## src/rtl/pwmsw_pkg.sv

```systemverilog
package pwmsw_pkg;

  localparam int NUM_DT  = 2;
  localparam int CFG_W   = 8;
  localparam int RATE_W  = 3;
  localparam int SHIFT_W = 4;

  // Field order fixes the bit positions of the configuration word.
  typedef struct packed {
    logic [NUM_DT-1:0] dt_en;   // bits 7:6
    logic              lo_pol;  // bit 5
    logic              hi_pol;  // bit 4
    logic [RATE_W-1:0] rate;    // bits 3:1
    logic              run;     // bit 0
  } cfg_t;

  // Codes below this value use the fast tick.
  localparam logic [RATE_W-1:0] FIRST_SLOW = 3'd3;

  // log2 of the divide ratio for each rate code
  function automatic logic [SHIFT_W-1:0] div_shift(input logic [RATE_W-1:0] code);
    logic [SHIFT_W-1:0] s;
    case (code)
      3'd0:    s = 4'd0;
      3'd1:    s = 4'd1;
      3'd2:    s = 4'd2;
      3'd3:    s = 4'd0;
      3'd4:    s = 4'd2;
      3'd5:    s = 4'd5;
      3'd6:    s = 4'd7;
      default: s = 4'd10;
    endcase
    return s;
  endfunction

endpackage

```

## src/rtl/pwmsw_cfg_reg.sv

```systemverilog
module pwmsw_cfg_reg
  import pwmsw_pkg::*;
(
  input  logic             clk,
  input  logic             rst_n,
  input  logic             we,
  input  logic [CFG_W-1:0] wdata,
  output cfg_t             cfg
);

  cfg_t cfg_q, cfg_d;

  always_comb begin
    cfg_d = cfg_q;
    if (we) cfg_d = cfg_t'(wdata);
  end

  always_ff @(posedge clk or negedge rst_n) begin
    if (!rst_n)  cfg_q <= '0;
    else if (we) cfg_q <= cfg_d;
  end

  assign cfg = cfg_q;

  // a write is visible one edge later
  p_cfg_load_r10: assert property (@(posedge clk) disable iff (!rst_n)
    we |=> (cfg_q == cfg_t'($past(wdata))));

endmodule

```

## src/rtl/pwmsw_prescaler.sv

```systemverilog
module pwmsw_prescaler
  import pwmsw_pkg::*;
#(
  parameter int PRE_W = 10
) (
  input  logic              clk,
  input  logic              rst_n,
  input  logic              run,
  input  logic              restart,
  input  logic [RATE_W-1:0] rate,
  input  logic              hf_tick,
  input  logic              lf_tick,
  input  logic              sleep,
  output logic              step,
  output logic              src_ok
);

  localparam logic [PRE_W-1:0] ONE = PRE_W'(1);

  logic [PRE_W-1:0] pre_q, pre_d;
  logic [PRE_W-1:0] div_m1;
  logic             fast_sel;
  logic             src;
  logic             at_end;
  logic             pre_en;

  assign fast_sel = (rate < FIRST_SLOW);
  assign src      = fast_sel ? (hf_tick & ~sleep) : lf_tick;
  assign div_m1   = (ONE << div_shift(rate)) - ONE;
  assign at_end   = (pre_q == div_m1);
  assign step     = run & src & at_end;
  assign src_ok   = ~(fast_sel & sleep);

  always_comb begin
    pre_en = restart | ~run | src;
    pre_d  = pre_q;
    if (restart || !run) pre_d = '0;
    else if (src)        pre_d = at_end ? '0 : pre_q + ONE;
  end

  always_ff @(posedge clk or negedge rst_n) begin
    if (!rst_n)      pre_q <= '0;
    else if (pre_en) pre_q <= pre_d;
  end

  // no steps while the fast source is stopped
  p_no_step_sleep_r4: assert property (@(posedge clk) disable iff (!rst_n)
    (sleep && fast_sel) |-> !step);

  // divider phase stays inside the selected ratio
  p_phase_bound_r3: assert property (@(posedge clk) disable iff (!rst_n)
    (!restart && run && src && !at_end) |=> (pre_q != '0));

  // a write restarts the phase
  p_phase_restart_r10: assert property (@(posedge clk) disable iff (!rst_n)
    restart |=> (pre_q == '0));

endmodule

```

## src/rtl/pwmsw_core.sv

```systemverilog
module pwmsw_core #(
  parameter int CNT_W = 8
) (
  input  logic             clk,
  input  logic             rst_n,
  input  logic             run,
  input  logic             step,
  input  logic             src_ok,
  input  logic [CNT_W-1:0] duty,
  output logic             pwm
);

  logic [CNT_W-1:0] cnt_q, cnt_d;
  logic             cnt_en;

  always_comb begin
    cnt_en = ~run | step;
    cnt_d  = run ? cnt_q + CNT_W'(1) : '0;
  end

  always_ff @(posedge clk or negedge rst_n) begin
    if (!rst_n)      cnt_q <= '0;
    else if (cnt_en) cnt_q <= cnt_d;
  end

  assign pwm = run & src_ok & (cnt_q < duty);

  // a stopped counter sits at zero
  p_cnt_idle_r2: assert property (@(posedge clk) disable iff (!rst_n)
    !run |=> (cnt_q == '0));

  // one advance per step, wrapping
  p_cnt_step_r5: assert property (@(posedge clk) disable iff (!rst_n)
    (run && step) |=> (cnt_q == CNT_W'($past(cnt_q) + CNT_W'(1))));

  // without a step the counter holds
  p_cnt_hold_r5: assert property (@(posedge clk) disable iff (!rst_n)
    (run && !step) |=> $stable(cnt_q));

  // zero duty never goes high
  p_duty_zero_r6: assert property (@(posedge clk) disable iff (!rst_n)
    (duty == '0) |-> !pwm);

endmodule

```

## src/rtl/pwmsw_route.sv

```systemverilog
module pwmsw_route #(
  parameter int N_DT = 2
) (
  input  logic            clk,
  input  logic            rst_n,
  input  logic            pwm,
  input  logic            hi_pol,
  input  logic            lo_pol,
  input  logic [N_DT-1:0] dt_en,
  output logic            sw_close,
  output logic [N_DT-1:0] dt_ovr_en,
  output logic [N_DT-1:0] dt_level
);

  logic active;

  assign active   = hi_pol ^ lo_pol;
  assign sw_close = active & (hi_pol ? pwm : ~pwm);

  for (genvar i = 0; i < N_DT; i++) begin : g_dt
    assign dt_ovr_en[i] = dt_en[i];
    assign dt_level[i]  = dt_en[i] & pwm;
  end

  // equal polarity bits leave the switch open
  p_sw_open_equal_r8: assert property (@(posedge clk) disable iff (!rst_n)
    (hi_pol == lo_pol) |-> !sw_close);

  // a disabled double-throw path never carries the waveform
  p_dt_gate_r9: assert property (@(posedge clk) disable iff (!rst_n)
    ((dt_level & ~dt_ovr_en) == '0));

endmodule

```

## src/rtl/pwm_switch_router.sv

```systemverilog
module pwm_switch_router
  import pwmsw_pkg::*;
#(
  parameter int CNT_W = 8,
  parameter int PRE_W = 10
) (
  input  logic             clk,
  input  logic             rst_n,
  input  logic             hf_tick,
  input  logic             lf_tick,
  input  logic             sleep,
  input  logic             cfg_we,
  input  logic [CFG_W-1:0] cfg_wdata,
  input  logic [CNT_W-1:0] duty,
  output logic             pwm_out,
  output logic             sw_close,
  output logic [NUM_DT-1:0] dt_ovr_en,
  output logic [NUM_DT-1:0] dt_level
);

  logic [1:0] rst_sync_q;
  logic       rst_int_n;
  cfg_t       cfg;
  logic       step;
  logic       src_ok;

  // asynchronous assert, synchronous release
  always_ff @(posedge clk or negedge rst_n) begin
    if (!rst_n) rst_sync_q <= '0;
    else        rst_sync_q <= {rst_sync_q[0], 1'b1};
  end
  assign rst_int_n = rst_sync_q[1];

  pwmsw_cfg_reg u_cfg (
    .clk   (clk),
    .rst_n (rst_int_n),
    .we    (cfg_we),
    .wdata (cfg_wdata),
    .cfg   (cfg)
  );

  pwmsw_prescaler #(.PRE_W(PRE_W)) u_pre (
    .clk     (clk),
    .rst_n   (rst_int_n),
    .run     (cfg.run),
    .restart (cfg_we),
    .rate    (cfg.rate),
    .hf_tick (hf_tick),
    .lf_tick (lf_tick),
    .sleep   (sleep),
    .step    (step),
    .src_ok  (src_ok)
  );

  pwmsw_core #(.CNT_W(CNT_W)) u_core (
    .clk    (clk),
    .rst_n  (rst_int_n),
    .run    (cfg.run),
    .step   (step),
    .src_ok (src_ok),
    .duty   (duty),
    .pwm    (pwm_out)
  );

  pwmsw_route #(.N_DT(NUM_DT)) u_route (
    .clk       (clk),
    .rst_n     (rst_int_n),
    .pwm       (pwm_out),
    .hi_pol    (cfg.hi_pol),
    .lo_pol    (cfg.lo_pol),
    .dt_en     (cfg.dt_en),
    .sw_close  (sw_close),
    .dt_ovr_en (dt_ovr_en),
    .dt_level  (dt_level)
  );

  // outputs quiet while held in reset
  p_reset_quiet_r1: assert property (@(posedge clk)
    !rst_int_n |-> (!pwm_out && !sw_close && dt_ovr_en == '0));

endmodule

```

## config.mk

```make
export PLATFORM = sky130hd
export DESIGN_NAME = pwm_switch_router
export DESIGN_NICKNAME = d
export VERILOG_FILES = /design/src/rtl/pwmsw_pkg.sv /design/src/rtl/pwmsw_cfg_reg.sv /design/src/rtl/pwmsw_prescaler.sv /design/src/rtl/pwmsw_core.sv /design/src/rtl/pwmsw_route.sv /design/src/rtl/pwm_switch_router.sv
export SDC_FILE = /design/constraint.sdc
export NUM_CORES = 1
export LEC_CHECK = 0
export BUFFER_PORTS_ARGS = -buffer_cell sky130_fd_sc_hd__buf_2
export CAP_MARGIN = 15
export CORE_MARGIN = 2
export CORE_UTILIZATION = 50
export CTS_BUF_LIST = sky130_fd_sc_hd__clkbuf_16
export DETAILED_ROUTE_END_ITERATION = 6
export PLACE_DENSITY = 0.71
export SYNTH_ARGS = -nofsm -noshare
export SYNTH_HDL_FRONTEND = slang
export SYNTH_HIERARCHICAL = 1
export SYNTH_SLANG_ARGS = --single-unit
```

## constraint.sdc

```tcl
create_clock -name clk -period 5 [get_ports clk]
set_clock_uncertainty 0.1 [all_clocks]
set_input_delay 1 -clock clk [delete_from_list [all_inputs] [get_ports clk]]
set_output_delay 1 -clock clk [all_outputs]
set_load 0.1 [all_outputs]
```

Yosys cells after proc, flatten, opt, wreduce, memory -nomap -nowiden. Index checks and enable logic that the tools add are counted.

Register bits: 28. Latch bits: 0. Output and inout bits: 6. ROM bits: 0. Bits in writable memories: 0. Memories kept: 0.

$mul: 0. Add/subtract/negate cells: 3. Muxes and demuxes: 7. Order comparisons: 2. Shift operators: 1. Eq/ne operators: 7. Divide/modulo/power cells: 0. Reductions and logical operators: 7. Bitwise operators: 17.

Operators by type and width (count): $mux 10 (3); $pmux 4 s5 (1); $add 10x1->10 const B (1); $eq 10x10->1 (1); $shl 1x4->10 const A (1); $sub 10x1->10 const B (1); $and 1x1->1 (9); $eq 3x3->1 const B (3); $add 8x1->8 const B (1); $lt 8x8->1 (1); $mux 8 (1); $eq 3x2->1 const B (2); $not 1->1 (4); $reduce_or 2->1 (2); $eq 3x1->1 const B (1); $logic_not 3->1 (1); $lt 3x2->1 const B (1); $or 1x1->1 (3); $mux 1 (2); $reduce_and 2->1 (1); $reduce_bool 2->1 (1); $logic_not 1->1 (1); $logic_or 1x1->1 (1); $xor 1x1->1 (1).

Longest topological paths before layout. Gate-level depths: netlist (run 1).

Depth after elaboration: 9. Depth in mapped cells: 12. Mapped depth without buffers: 10.

Cells and area by module. Netlist (run 1), hierarchy kept.

By module, submodules not included: pwmsw_prescaler (times used 1, cells an instance 104, area an instance 860.8 µm², seq. area each 250.2 µm²); pwmsw_core (times used 1, cells an instance 63, area an instance 581.8 µm², seq. area each 200.2 µm²); pwmsw_cfg_reg (times used 1, cells an instance 17, area an instance 331.6 µm², seq. area each 200.2 µm²); pwm_switch_router (times used 1, cells an instance 3, area an instance 53.8 µm², seq. area each 50.0 µm²); pwmsw_route (times used 1, cells an instance 7, area an instance 50.0 µm², seq. area each 0.0 µm²).

Least setup slack after synthesis (run 1). Ideal clock, no wire load.

Path kind: input to output. Start: in duty[1]. End: out sw_close. Stages on the path: 6. Data required time: 3.900 ns. Arrival: 3.441 ns. Slack: 0.459 ns. Cell sequence: inv_1 > ha_1 > a2111oi_0 > o211a_1 > nand2_1 > o22ai_2.

Cells in the longest elaborated chain, start to end: 5.

RTL lines: start: declaration (line pwm_switch_router.sv:14) `input logic [CNT_W-1:0] duty,`; $lt 8x8->1 * (line pwmsw_core.sv:26) `assign pwm = run & src_ok & (cnt_q < duty);`; $and 1x1->1 * (line pwmsw_core.sv:26); via pwm_out (line pwm_switch_router.sv:15) `output logic pwm_out,`; $not 1->1 (line pwmsw_route.sv:18) `assign sw_close = active & (hi_pol ? pwm : ~pwm);`; $mux 1 * (line pwmsw_route.sv:18); $and 1x1->1 * (line pwmsw_route.sv:18); end: declaration (line pwm_switch_router.sv:16) `output logic sw_close,`.

The timed path passes the listed nets; every way through them passes the cells marked *.

Worst setup path in the final report (run 1).
Start: in duty[1]. End: out sw_close.

Cells in the longest elaborated chain, start to end: 5.

RTL lines (line): $lt 8x8->1 * (pwmsw_core.sv:26); $and 1x1->1 * (pwmsw_core.sv:26); $not 1->1 (pwmsw_route.sv:18); $mux 1 * (pwmsw_route.sv:18); $and 1x1->1 * (pwmsw_route.sv:18).

Mark *: on every way between the ends. The rest lies on a longest branch, timed or not.

==> metrics.md, run 1 <==
| Metric | Value |
|---|---|
| Net Count, Synth | `226` |
| Number of flops mapped to enable cells by yosys | `0` |
| Reg-to-reg startpoint | `u_cfg/cfg[2]$_DFFE_PN0P_` |
| Measured slew at the worst slew-check pin | `0.667 ns` |
| RD Place Congestion | `0.824` |
| Setup_tns | `0 ns` |
| CP max stage delay | `0.44 ns` |
| IO Count | `28` |
| DRC Markers | `0` |
| Detailed Place HPWL | `2810 um` |
| Initial antenna violation count | `0` |
| Top-count cell post-synth | `dfrtp_1` |
| Final wirelength | `3850 um` |
| P_leak | `0.961 nW` |
| Critical path class | `input port to output port` |
| CTS H-Tree Depth | `1` |
| Area delta synth->final | `14.8%` |
| Final Util | `59.3%` |
| FF-to-FF setup slack | `1.34 ns` |
| IO Port Bufs | `27` |
| First-pass GRT wire length | `6530 um` |
| Worst path arrival time | `2.64 ns` |
| Final worst path period need | `3.74 ns` |
| Nets | `251` |
| Starting Density | `51.7%` |
| Max Slew Vio Count | `0` |
| FF-to-FF path depth | `10` |
| Top post-synthesis cells by count | `28 x dfrtp_1, 17 x nand2_1, 15 x a21oi_1` |
| CP max-delay cell | `buf_2` |
| CP Max Fanout | `5` |
| Unrepaired setup endpoints after global routing | `false` |
| #FFs+latches synth | `28` |
| Synthesized area per cell | `9.68 sq um` |
| Final worst path period share | `74.7%` |
| Dpl cells | `261` |
| Max VDD drop | `149 uV` |
| Die width | `65.3 um` |
| P_int | `440 uW` |
| CP startpoint kind | `input port` |
| TritonCTS clock tree | `done` |
| Die area | `0.00426 sq mm` |
| CP most frequent cell | `buf_2` |
| Fraction of layout cells with a size suffix above 1 | `24.3%` |
| Hold_buf cts | `0` |
| Top post-synthesis cells by area | `dfrtp_1 37%, ha_1 6.7%, mux2_4 6.4%` |
| Worst Setup End Kind | `output port` |
| # setup viols final | `0` |
| Worst R2R End | `u_core/cnt_q[7]$_DFFE_PN0P_` |
| Final Hold Fails | `0` |
| Synth warn | `6` |
| Hold Crit Class | `flip-flop to asynchronous set/reset pin` |
| Async SR Flop Fraction | `100%` |
| Die Y | `65.3 um` |
| Number of max-cap violations | `0` |
| Placement Rows | `22` |
| Share of the synthesized area in the top cell type | `37.3%` |
| Main synth FF type | `dfrtp_1` |
| Final ANT Viol Nets | `0` |
| Wire length per cell | `14.5 um` |
| Vias per cell | `5.56` |
| Number of setup buffers added after CTS | `0` |
| Total global routing overflow | `0` |
| Largest net degree at the start of global routing | `27` |
| Register area share after synthesis | `37.3%` |
| Switching Share | `29.6%` |
| Clk Latency, worst-skew pair | `0.26 ns` |
| Vias in the first global route | `1,433` |
| Clock Power Share | `37.9%` |
| Post-synth top area cell | `dfrtp_1` |
| Maximum clock frequency | `268 MHz` |
| Status | `finished, final reports clean` |
| Power Density | `290 mW/mm^2` |
| Clock buffer depth | `2` |
| CTS buffer count | `3` |
| Gate power share | `22.1%` |
| Clock transition at path regs | `0.07 ns` |
| Root buffer cell | `clkbuf_16` |
| CTS sink cnt | `28` |
| 1st-pass router iterations | `4` |
| Post-Synthesis Cells | `194` |
| Drt initial violations | `127` |
| Critical-path cell list | `buf_2, inv_1, ha_1, a2111oi_0, o211a_1, nand2_1, o22ai_2, buf_2` |
| GRT Resource Usage Total | `19.6%` |
| Post-Layout Cell Count | `266` |
| Synth unique cells | `50` |
| Post-CTS resize count | `0` |
| Post-Syn Area | `0.00188 sq mm` |
| N_diodes | `0` |
| Sw power | `185 uW` |
| WP data required | `3.90 ns` |
| DR vias | `1,479` |
| Rel. slew slack | `55.4%` |
| Seq pwr share | `40.0%` |
| Core box area | `0.00363 sq mm` |
## layout by cell type, fill, tap and decap left out, types with 4 or more instances in the layout
cell type  count
nand2b_1       4
mux2_4         8
ha_1          10
a21oi_1       15
o22ai_1        4
dfrtp_1       28
nand3_1       11
nor2_1         9
nand2_1       17
and2_1         4
nor3_1         5
nor2b_1        5
inv_1          8
o211ai_1       5
buf_2         27
## worst max-delay path by stage
stage | from | to | slack (ns) | cells after the start
after floorplan | duty[1] | sw_close | 0.46 | 6
after global placement | duty[1] | sw_close | 1.26 | 8
after detailed placement | duty[1] | sw_close | 1.24 | 8
after CTS | duty[1] | sw_close | 1.24 | 8
after global routing | duty[1] | sw_close | 1.10 | 8
final | duty[1] | sw_close | 1.26 | 8
## per-stage QoR
| step | setup slack, ns | instance area [sq um] | power [mW] | hold WS (ns) |
|---|---|---|---|---|
| floorplan | 0.459 | 1880 | 0.365 | 0.231 |
| global placement | 1.26 | 2020 | 0.388 | 0.238 |
| detailed placement | 1.24 | 2020 | 0.391 | 0.256 |
| CTS | 1.24 | 2130 | 0.627 | 0.271 |
| global route | 1.10 | 2160 | 0.648 | 0.103 |
| finish | 1.26 | 2160 | 0.625 | 0.0677 |
## worst max-delay path, delay by kind of cell
kind                       cells  cell delay, ns
buffers and inverters          3            0.54
adders and majority gates      1            0.27
AOI/OAI and AO/OA              3            0.75
and+or+nand+nor                1            0.08
## power groups by stage
| stage | Clock (mW) | Sequential, mW | Combinational [mW] |
|---|---|---|---|
| after global placement | 0 | 0.257 | 0.131 |
| final | 0.237 | 0.250 | 0.138 |
| after CTS | 0.240 | 0.253 | 0.133 |
| after floorplan | 0 | 0.248 | 0.116 |
| after detailed placement | 0 | 0.258 | 0.133 |
| after global routing | 0.247 | 0.252 | 0.148 |
## registers in the layout (all words and copies together) (netlist names)
signal / cells
u_cfg/cfg: 8
u_pre/pre_q: 10
rst_sync_q: 2
u_core/cnt_q: 8
## cells by family after synthesis
kind of cell             count (synthesis)  synth area share, %
XOR/XNOR                                 6                 3.20
other                                    1                0.200
AND/OR/NAND/NOR                         74                 21.5
AO/OA/AOI/OAI                           47                 18.5
multiplexers                            11                 7.99
buffers and inverters                   17                 4.66
flip-flops                              28                 37.3
adder cells (fa/ha/maj)                 10                 6.66
## per-layer routing
metal | wire length [um] | GRT usage, % | up-vias
li1 | - | - | 746
met1 | 1920 | 27.9 | 702
met2 | 1800 | 31.9 | 29
met3 | 117 | 2.23 | 2
met4 | 17 | 4.69 | 0
met5 | 0 | 0 | -
## area by class of cell
class,instances,area (sq um)
clock buffers,3,75.1
clock inverters,1,30.0
fillers,348,1480
inverters,8,30.0
multi-input cells,149,1090
flip-flops and latches,28,701
well taps,48,60.1
repair buffers,29,170
Power figures use the tool's default switching activity.
==> run 2: changes to the inputs <==
--- a/config.mk
+++ b/config.mk
@@ -11,7 +11,7 @@
 export CORE_UTILIZATION = 50
 export CTS_BUF_LIST = sky130_fd_sc_hd__clkbuf_16
 export DETAILED_ROUTE_END_ITERATION = 6
-export PLACE_DENSITY = 0.71
+export PLACE_DENSITY = 0.74
 export SYNTH_ARGS = -nofsm -noshare
 export SYNTH_HDL_FRONTEND = slang
 export SYNTH_HIERARCHICAL = 1
==> constraint.sdc (replaced) <==
create_clock -name clk -period 3.35 [get_ports clk]
set_clock_uncertainty 0.1 [all_clocks]
set_input_delay 0.67 -clock clk [delete_from_list [all_inputs] [get_ports clk]]
set_output_delay 0.67 -clock clk [all_outputs]
set_load 0.1 [all_outputs]
==> run 2 against run 1 <==
Wire length fell by 4.0%. Register-to-register slack got worse by 1.1 ns. Sequential power increased by 48%. Global-route usage down 0.50 points. Die area did not move. Utilization rose by 1.8 points. Sequential share of layout area is 0.93 points lower. Via count barely moved. Final cell count grew 0.75%. Combinational power is 72% higher. Flip-flop and latch count is the same. Critical path type is now flip-flop to flip-flop. Critical endpoint is now u_core/cnt_q[7]$_DFFE_PN0P_. Highest routed layer unchanged.
==> metrics.md, run 2 (same netlist as run 1, synthesis figures left out) <==
| Metric | Value |
|---|---|
| Switching Share | `31.1% (+1.6 points)` |
| RD Place Congestion | `0.770 (-6.5%)` |
| Initial antenna violation count | `0 (unchanged)` |
| Number of max-cap violations | `0 (unchanged)` |
| Critical path class | `flip-flop to flip-flop` |
| Max Slew Vio Count | `0 (unchanged)` |
| Number of setup buffers added after CTS | `0 (unchanged)` |
| First-pass GRT wire length | `6350 um (-2.8%)` |
| 1st-pass router iterations | `4 (unchanged)` |
| Drt initial violations | `113 (-11%)` |
| Die Y | `65.3 um (unchanged)` |
| N_diodes | `0 (unchanged)` |
| Final ANT Viol Nets | `0 (unchanged)` |
| Final Util | `61.1% (+1.8 points)` |
| Unrepaired setup endpoints after global routing | `false` |
| IO Port Bufs | `27 (unchanged)` |
| CP Max Fanout | `10 (+5)` |
| Gate power share | `27.3% (+5.2 points)` |
| P_leak | `0.979 nW (+1.9%)` |
| Wire length per cell | `13.8 um (-4.8%)` |
| Worst Setup End Kind | `flip-flop` |
| Seq pwr share | `42.4% (+2.4 points)` |
| Final worst path period share | `94.0%` |
| P_int | `599 uW (+36%)` |
| Grt met2 use | `30.4% (-1.5 points)` |
| Clk Latency, worst-skew pair | `0.26 ns (about the same)` |
| Status | `finished, final reports clean` |
| Root buffer cell | `clkbuf_16` |
| Critical-path cell list | `or2_1, a21o_1, ha_1, xor2_2, a2111oi_4, a31oi_4, nor4b_4, nor2b_2, or4_1, a21oi_1` |
| Area delta synth->final | `18.2%` |
| CP max-delay cell | `or4_1` |
| CTS sink cnt | `28 (unchanged)` |
| Total global routing overflow | `0 (unchanged)` |
| TritonCTS clock tree | `done` |
| Commonest non-fill, non-tap cell in the layout | `dfrtp_1` |
| WP data required | `3.44 ns (-0.46 ns)` |
| Final Hold Fails | `0 (unchanged)` |
| FF-to-FF path depth | `10 (unchanged)` |
| Max VDD drop | `310 uV (+110%)` |
| CP startpoint kind | `flip-flop` |
| Detailed Place HPWL | `2830 um (+0.54%)` |
| DRC Markers | `0 (unchanged)` |
| Top reg by flops | `u_pre/pre_q` |
| DR vias | `1,478 (-0.068%)` |
| Placement Rows | `22 (unchanged)` |
| Vias in the first global route | `1,393 (-2.8%)` |
| Measured slew at the worst slew-check pin | `0.498 ns (-0.169 ns)` |
| Fraction of layout cells with a size suffix above 1 | `26.4% (+2.1 points)` |
| Nets | `254 (+1.2%)` |
| IO Count | `28 (unchanged)` |
| Most frequent cells in the layout | `28 x dfrtp_1, 24 x buf_2, 17 x nand2_1` |
| Die area | `0.00426 sq mm (unchanged)` |
| Sw power | `271 uW (+46%)` |
| Clock Power Share | `30.3% (-7.6 points)` |
| Vias per cell | `5.51 (-0.81%)` |
| Worst path arrival time | `3.23 ns (+0.59 ns)` |
| Clock transition at path regs | `0.06 ns (about the same)` |
| # setup viols final | `0 (unchanged)` |
| Rel. slew slack | `66.0% (+11 points)` |
| CTS H-Tree Depth | `1 (unchanged)` |
| GR peak layer | `met2` |
| Power Density | `392 mW/mm^2 (+35%)` |
| Die width | `65.3 um (unchanged)` |
| Max FFs per register | `10 (unchanged)` |
| Hold_buf cts | `0 (unchanged)` |
| Largest net degree at the start of global routing | `27 (unchanged)` |
| GRT Resource Usage Total | `19.1% (-0.50 points)` |
| GR Layer Usage met1 | `26.4% (-1.5 points)` |
| Clock buffer depth | `2 (unchanged)` |
| Final wirelength | `3700 um (-4.0%)` |
| Grt met3 use | `3.77% (+1.5 points)` |
| Final worst path period need | `3.15 ns` |
| Setup_tns | `0 ns (unchanged)` |
| CTS buffer count | `3 (unchanged)` |
| Starting Density | `51.7% (unchanged)` |
| Maximum clock frequency | `318 MHz` |
| Core box area | `0.00363 sq mm (unchanged)` |
| Hold Crit Class | `flip-flop to asynchronous set/reset pin` |
| CP max stage delay | `0.50 ns (+0.06 ns)` |
run 2: changes by cell type in the layout (fill, tap and decap cells not counted), moves of 2 or more:
cell	change
and2_1	-2
buf_12	+3
buf_4	+3
buf_2	-3
and2_2	+2
run 2: layout make-up:
class / count / area [sq um]
Inverter: 8 / 30.0
Clock buffer: 3 / 75.1
Fill cell: 320 / 1410
Multi-Input combinational cell: 149 / 1120
Sequential cell: 28 / 701
Tap cell: 48 / 60.1
Timing Repair Buffer: 32 / 238
run 2: power by group through the flow:
stage	clock network, mW	registers [mW]	logic (mW)
finish	0.264	0.369	0.237
global route	0.281	0.372	0.253
CTS	0.271	0.373	0.229
detailed placement	0	0.379	0.228
global placement	0	0.378	0.225
floorplan	0	0.371	0.179
run 2: metal layers:
layer	routed length [um]	vias to the layer above
met3	163	4
met4	37	0
li1	-	758
met2	1660	35
met5	0	-
met1	1840	681
run 2: path summary, 6_finish.rpt:
check                                    startpoint                           to  slack [ns]
max                        u_cfg/cfg[1]$_DFFE_PN0P_  u_core/cnt_q[7]$_DFFE_PN0P_        0.20
min                         rst_sync_q[1]$_DFF_PN0_     u_cfg/cfg[4]$_DFFE_PN0P_        0.05
max reg2reg                u_cfg/cfg[1]$_DFFE_PN0P_  u_core/cnt_q[7]$_DFFE_PN0P_        0.20
min reg2reg                 rst_sync_q[1]$_DFF_PN0_     u_cfg/cfg[4]$_DFFE_PN0P_        0.05
max in group asynchronous   rst_sync_q[1]$_DFF_PN0_  u_core/cnt_q[3]$_DFFE_PN0P_        2.69
min in group clk            rst_sync_q[0]$_DFF_PN0_      rst_sync_q[1]$_DFF_PN0_        0.26
run 2: timing repair:
action,CTS,global route
hold endpoints to repair,0,0
resized for setup,0,1
setup endpoints to repair,0,3
run 2: worst max-delay path: cells and delay by family (launching register included):
kind	cells	cell delay, ns
AND/OR/NAND/NOR	4	1.25
adder cells (fa/ha/maj)	1	0.22
AO/OA/AOI/OAI	4	0.85
flip-flops	1	0.47
XOR/XNOR	1	0.18
run 2: through the flow:
step | std cells | area [sq um] | power (mW) | worst slack (ns) | hold slack [ns]
floorplan | 194 | 1900 | 0.550 | 0.0348 | 0.231
global placement | 264 | 2110 | 0.603 | 0.246 | 0.235
detailed placement | 264 | 2110 | 0.608 | 0.135 | 0.236
CTS | 267 | 2180 | 0.872 | 0.126 | 0.0777
global route | 268 | 2220 | 0.906 | 0.00513 | 0.0788
finish | 268 | 2220 | 0.869 | 0.202 | 0.0508
